File: config.mk
export PLATFORM = sky130hd
export DESIGN_NAME = txc_wb_sequencer
export DESIGN_NICKNAME = d
export VERILOG_FILES = /design/src/rtl/txc_pkg.sv /design/src/rtl/txc_classify.sv /design/src/rtl/txc_ring_inc.sv /design/src/rtl/txc_queue.sv /design/src/rtl/txc_wb_sequencer.sv
export SDC_FILE = /design/constraint.sdc
export NUM_CORES = 1
export LEC_CHECK = 0
export ABC_AREA = 1
export BUFFER_PORTS_ARGS = -buffer_cell sky130_fd_sc_hd__buf_2
export CORE_ASPECT_RATIO = 1.4
export CORE_MARGIN = 10
export CORE_UTILIZATION = 40
export CTS_CLUSTER_DIAMETER = 60
export DETAILED_ROUTE_END_ITERATION = 12
export GPL_ROUTABILITY_DRIVEN = 0
export PLACE_DENSITY = 0.67
export SYNTH_ARGS = -nofsm -noshare
export SYNTH_HDL_FRONTEND = slang
export SYNTH_SLANG_ARGS = --single-unit
File: constraint.sdc
create_clock -name clk -period 2.03 [get_ports clk]
set_input_delay 0.3045 -clock clk [delete_from_list [all_inputs] [get_ports clk]]
set_output_delay 0.3045 -clock clk [all_outputs]
set_load 0.02 [all_outputs]
File: src/rtl/txc_pkg.sv
package txc_pkg;

    // Completion class of a consumed descriptor
    typedef enum logic [1:0] {
        CK_SKIP = 2'd0,   // advance head only
        CK_RS   = 2'd1,   // write back once buffered
        CK_RPS  = 2'd2    // write back once the MAC reports
    } cmpl_kind_e;

endpackage

File: src/rtl/txc_classify.sv
module txc_classify
    import txc_pkg::*;
#(
    parameter bit RPS_EN = 1'b1
) (
    input  logic       rs,
    input  logic       rps,
    input  logic       eop,
    output cmpl_kind_e kind
);

    // Packet-sent deferral needs the option and a packet end
    logic rps_active;
    assign rps_active = RPS_EN && rps && eop;

    always_comb begin
        if (rps_active)  kind = CK_RPS;
        else if (rs)     kind = CK_RS;
        else             kind = CK_SKIP;
    end

endmodule

File: src/rtl/txc_ring_inc.sv
module txc_ring_inc #(
    parameter int RING = 16,
    localparam int IW  = (RING > 1) ? $clog2(RING) : 1
) (
    input  logic [IW-1:0] idx,
    output logic [IW-1:0] nxt
);

    assign nxt = (idx == IW'(RING - 1)) ? '0 : idx + 1'b1;

endmodule

File: src/rtl/txc_queue.sv
module txc_queue
    import txc_pkg::*;
#(
    parameter int DEPTH = 4,
    localparam int AW   = (DEPTH > 1) ? $clog2(DEPTH) : 1,
    localparam int CW   = $clog2(DEPTH + 1)
) (
    input  logic       clk,
    input  logic       rst_n,
    input  logic       push,
    input  cmpl_kind_e push_kind,
    input  logic       pop,
    output logic       empty,
    output logic       full,
    output cmpl_kind_e top_kind
);

    typedef struct packed {
        cmpl_kind_e [DEPTH-1:0] mem;
        logic [AW-1:0]          wr;
        logic [AW-1:0]          rd;
        logic [CW-1:0]          cnt;
    } q_t;

    q_t q_q, q_d;

    always_comb begin
        q_d = q_q;
        if (push) begin
            q_d.mem[q_q.wr] = push_kind;
            q_d.wr = (q_q.wr == AW'(DEPTH - 1)) ? '0 : q_q.wr + 1'b1;
        end
        if (pop) begin
            q_d.rd = (q_q.rd == AW'(DEPTH - 1)) ? '0 : q_q.rd + 1'b1;
        end
        q_d.cnt = q_q.cnt + CW'(push) - CW'(pop);
    end

    always_ff @(posedge clk or negedge rst_n) begin
        if (!rst_n) q_q <= '0;
        else        q_q <= q_d;
    end

    assign empty    = (q_q.cnt == '0);
    assign full     = (q_q.cnt == CW'(DEPTH));
    assign top_kind = q_q.mem[q_q.rd];

endmodule

File: src/rtl/txc_wb_sequencer.sv
module txc_wb_sequencer
    import txc_pkg::*;
#(
    parameter int RING   = 16,
    parameter int DEPTH  = 4,
    parameter bit RPS_EN = 1'b1,
    localparam int IW    = (RING > 1) ? $clog2(RING) : 1
) (
    input  logic          clk,
    input  logic          rst_n,
    input  logic          ev_valid,
    output logic          ev_ready,
    input  logic          ev_rs,
    input  logic          ev_rps,
    input  logic          ev_eop,
    input  logic          mac_sent,
    input  logic          mac_err,
    output logic          wb_valid,
    output logic [IW-1:0] wb_idx,
    output logic          wb_err,
    output logic [IW-1:0] head
);

    typedef struct packed {
        logic [IW-1:0] head;
        logic          wb_valid;
        logic [IW-1:0] wb_idx;
        logic          wb_err;
        logic          pend;
    } seq_t;

    seq_t       state_q, state_d;
    cmpl_kind_e in_kind, top_kind;
    logic       q_empty, q_full, push, pop;
    logic [IW-1:0] head_nxt;

    txc_classify #(.RPS_EN(RPS_EN)) u_classify (
        .rs   (ev_rs),
        .rps  (ev_rps),
        .eop  (ev_eop),
        .kind (in_kind)
    );

    txc_ring_inc #(.RING(RING)) u_inc (
        .idx (state_q.head),
        .nxt (head_nxt)
    );

    assign push = ev_valid && !q_full;
    assign pop  = !q_empty && !state_q.pend;

    txc_queue #(.DEPTH(DEPTH)) u_queue (
        .clk       (clk),
        .rst_n     (rst_n),
        .push      (push),
        .push_kind (in_kind),
        .pop       (pop),
        .empty     (q_empty),
        .full      (q_full),
        .top_kind  (top_kind)
    );

    always_comb begin
        state_d          = state_q;
        state_d.wb_valid = 1'b0;
        state_d.wb_err   = 1'b0;
        if (state_q.pend) begin
            // Waiting on the wire: only the MAC outcome releases it
            if (mac_sent || mac_err) begin
                state_d.wb_valid = 1'b1;
                state_d.wb_idx   = state_q.head;
                state_d.wb_err   = mac_err;
                state_d.head     = head_nxt;
                state_d.pend     = 1'b0;
            end
        end else if (pop) begin
            case (top_kind)
                CK_RPS: state_d.pend = 1'b1;
                CK_RS: begin
                    state_d.wb_valid = 1'b1;
                    state_d.wb_idx   = state_q.head;
                    state_d.head     = head_nxt;
                end
                default: state_d.head = head_nxt;
            endcase
        end
    end

    always_ff @(posedge clk or negedge rst_n) begin
        if (!rst_n) state_q <= '0;
        else        state_q <= state_d;
    end

    assign ev_ready = !q_full;
    assign wb_valid = state_q.wb_valid;
    assign wb_idx   = state_q.wb_idx;
    assign wb_err   = state_q.wb_err;
    assign head     = state_q.head;

endmodule

# Word level (Yosys, flattened, before mapping)
# Cells that the tools add are included.
# Widths: inputs -> output; s select.
[totals]
out_inout_bits = 11
in_bits = 8
regBits = 26
elab_cells = 60
[classes]
eq_ne = 8
muxes = 19
addsub = 5
reduce_logical = 13
magnitude_cmp = 3
[ops]
columns = ["op", "n"]
rows = [
  ["$mux 9", 2],
  ["$mux 11", 1],
  ["$mux 2", 5],
  ["$bwmux 8", 1],
  ["$mux 4", 2],
  ["$eq 2x2->1 const B", 3],
  ["$lt 2x3->1 const B", 2],
  ["$reduce_and 3->1", 2],
  ["$mux 1", 5],
  ["$mux 5", 1],
  ["$add 2x1->2 const B", 2],
  ["$add 4x1->4 const B", 1],
  ["$bmux 2 s2", 1],
  ["$demux 2 s2", 1],
  ["$eq 4x4->1 const B", 1],
  ["$logic_and 1x1->1", 4],
  ["$reduce_bool 2->1", 2],
  ["$add 3x1->3", 1],
  ["$eq 3x3->1 const B", 1],
  ["$logic_not 1->1", 3],
  ["$logic_not 3->1", 1],
  ["$sub 3x1->3", 1],
  ["$eq 2x1->1 const B", 1],
  ["$ge 2x1->1 const B", 1],
  ["other kinds (3)", 3],
]

# Depth between registers and ports, before layout
[depth]
word_depth = 6
ltp_mapped = 9
ltp_nobuf = 9

# By module
# Synthesis repeated with hierarchy kept, for this count alone.
[unflattened]
hier_cells = 183
hier_area_um2 = 1461.4
[by_module_without_submodules]
columns = ["module", "cells_each", "instances", "area_per_inst_um2", "seq_area_each_um2"]
rows = [
  ["txc_queue", 95, 1, 780.7, 375.4],
  ["txc_wb_sequencer", 73, 1, 593.1, 275.3],
  ["txc_ring_inc", 10, 1, 60.1, 0.0],
  ["txc_classify", 5, 1, 27.5, 0.0],
]

# Worst setup path before layout
# No wires, ideal clock.
[synth_path]
path_kind = "register to register"
start = "register u_queue.q_q[1] (netlist name)"
end = "register u_queue.q_q[2] (netlist name)"
t_arrival_ns = 1.669
path_slack_ns = 0.238
period_less_slack_ns = 1.792
path_stages_with_launch = 9
path_cell_list = "dfrtp_1 nor2_2 a21oi_4 ha_1 inv_1 ha_1 inv_1 fa_1 xnor2_1"
[synth_rtl]
columns = ["element", "line_no", "text"]
rows = [
  ["from (decl)", "txc_queue.sv:25", "q_t q_q, q_d;"],
  ["from (signal assigned)", "txc_queue.sv:41", "else q_q <= q_d;"],
]

==> flow_summary.toml <==
[run_status]
status = "complete, no violations"

[cts]
path_clk_slew_ps = 90
cts_max_path_buffers = 2
cts_htree_levels = 1
insertion_delay_ps = 260
cts_made_buffers = 3
root_buffer = "clkbuf_8"
cts_resized = 0
clock-sinks = 26
cts_tree = "built"
ctsHoldBuffers = 0

[cells_and_area]
area.growth.synth_to_final_pct = 9.97
antennaDiodeCount = 0
drive_gt1_share_pct = 22.3
fillers = 366
nNetsFinal = 207
final_cells = 228
final_common_cell = "nand2_1"
layout_common_cells = "52 x nand2_1, 26 x dfrtp_1, 21 x inv_1"

[yosys]
avgSynthCellArea_um2 = 8.39
ys_ff_latch = 26
syn_area_um2 = 1440
synth_compound_area_share_pct = 6.07
syn_nets = 189
netlist_instances = 172
yosysTopAreaCellShare_pct = 45.1
yosys.cell_types.count = 24
synthMuxAreaShare_pct = 0
synth_top_family_by_area = "simple AND/OR/NAND/NOR gates"
synth.area.top_cells = "dfrtp_1 45%, nand2_1 14%, ha_1 6.9%"
yosys.area_share.simple_pct = 27.8
synth_top_area_cell = "dfrtp_1"
ys_warn_count = 0
yosysSeqAreaShare_pct = 45.1
synth-xor-area-share_pct = 1.82
synth-adder-area-share_pct = 8.33

[global_routing]
grtUsageTotal_pct = 8.62
grt_max_degree = 27
grt_pass1_vias = 1134
grt_overflow = 0
grt_pass1_wl_um = 4880
antenna_found_initial = 0

[floorplanning]
rows = 25
die-area_um2 = 6440
die_x_um = 70.8
core_area_um2 = 3440
die_y_um = 91.1
io_pins = 19
initial_core_util_pct = 41.9

[critical_path]
crit_required_ps = 2190
arrival_ps = 1990
endpoint_kind = "flop"
rr_startpoint = "u_queue.q_q[1]"
worstPathMaxFanout = 3
startpoint_type = "flop"
startpoint = "u_queue.q_q[1]"
critical_path_class = "flop to flop"

[timing]
rsz0062_at_grt = "no"
max_freq_mhz = 545
maxSlewHeadroom_pct = 61.5
finalClockSkew_ps = 4.14
setup_ws_ps = 195
fin_crit_sh_pct = 90.4
drv_slew = 0
worst_pin_slew_ps = 577
hold_slack_ps = 31.1
hold_viol = 0
final.min_clock_period_ps = 1840
fin_setup_tns_ps = 0
setup_viol = 0

[route]
via_count = 1074
ant_nets = 0
drt_iter0_drc = 56
wl_per_cell_um = 11.5
finalWirelength_um = 2630
post-route-drc-count = 0
routed_via_density = 4.71
dr.pass1.iters = 4

[power]
vdd_drop_max_mv = 0.772
finalPower_mw = 2.65
power.density_nw_per_um2 = 1670
leakagePower_nw = 0.870

[place]
place_ws_ps = 141
io_buffers = 18
dpl.cell_count = 223
place_hpwl_um = 1970

[worst_hold_path]
hold_path_class = "primary input to asynchronous set/reset pin"

[flow_run]
cap_violations = 0
## worst max-delay path, stage by stage (launching register included)
cell and delay, ps:
dfrtp_1 440, nor2_2 170, a21oi_4 90, ha_1 300, inv_1 60, ha_1 130, inv_1 50, fa_1 370
xnor2_1 130
## stage by stage
step	util, %	area, um2
3_5_place_dp	44.5	1530
6_report	46.1	1590
5_1_grt	46.1	1590
3_3_place_gp	44.5	1530
4_1_cts	45.7	1570
2_1_floorplan	-	1440
## area by class of cell
type | instances | area (um2) | share of cell area [%]
Sequential cell | 26 | 651 | 41.0
Inverter | 25 | 96.3 | 6.07
Tap cell | 40 | 50.0 | 3.15
Multi-Input combinational cell | 113 | 636 | 40.1
Clock buffer | 3 | 41.3 | 2.60
Timing Repair Buffer | 21 | 113 | 7.10
## final timing paths
kind / to / slack [ps] / depth (start not counted)
worst min register to register: wb_idx[0] / 510 / 2
min in group clk: wb_err / 230 / 3
max in group asynchronous: u_queue.q_q[11] / 1620 / 1
worst max register to register: u_queue.q_q[2] / 190 / 8
worst max-delay path: u_queue.q_q[2] / 190 / 8
worst min-delay path: head[3] / 30 / 1
## power breakdown
group          switching (mW)  internal, mW
Sequential              0.192         0.759
Clock                   0.150         0.133
Combinational           0.873         0.542
## synth_stat cells
master / instances
nor2_4: 1
or2_2: 1
buf_4: 8
nand4_1: 1
inv_4: 1
o21ai_1: 1
inv_2: 3
ha_1: 8
inv_1: 21
xor2_1: 1
nand2_4: 3
fa_1: 1
o22ai_1: 1
nand3_1: 11
or2_1: 1
nand2_2: 5
nor2_2: 1
nand2_1: 52
xnor2_1: 2
nand3_2: 2
a21oi_4: 1
dfrtp_1: 26
o21ai_0: 12
nor2_1: 8
## flip-flops by register name, indices dropped and copies added (netlist names)
register	flops
wb_idx	4
wb_valid	1
head	4
state_q	1
u_queue.q_q	15
wb_err	1
## timing repair
action                     in CTS  in global routing
hold endpoints to repair        0                  0
setup buffers                   0                  2
setup endpoints to repair       0                  2
## kinds of logic (layout without fill, tap and decap cells)
logic type	Yosys count	in the layout
AOI/OAI and AO/OA	15	15
xor gates and xnor gates	3	3
adders and majority gates	9	9
buffers and inverters	33	49
DFF	26	26
and+or+nand+nor	86	86
## routing by layer
metal | wire length, um | track usage (%)
met5 | 0 | 0
met4 | 15 | 2.43
met3 | 127 | 2.18
met2 | 1380 | 15.3
met1 | 1110 | 9.77
Power figures use the tool's default switching activity.
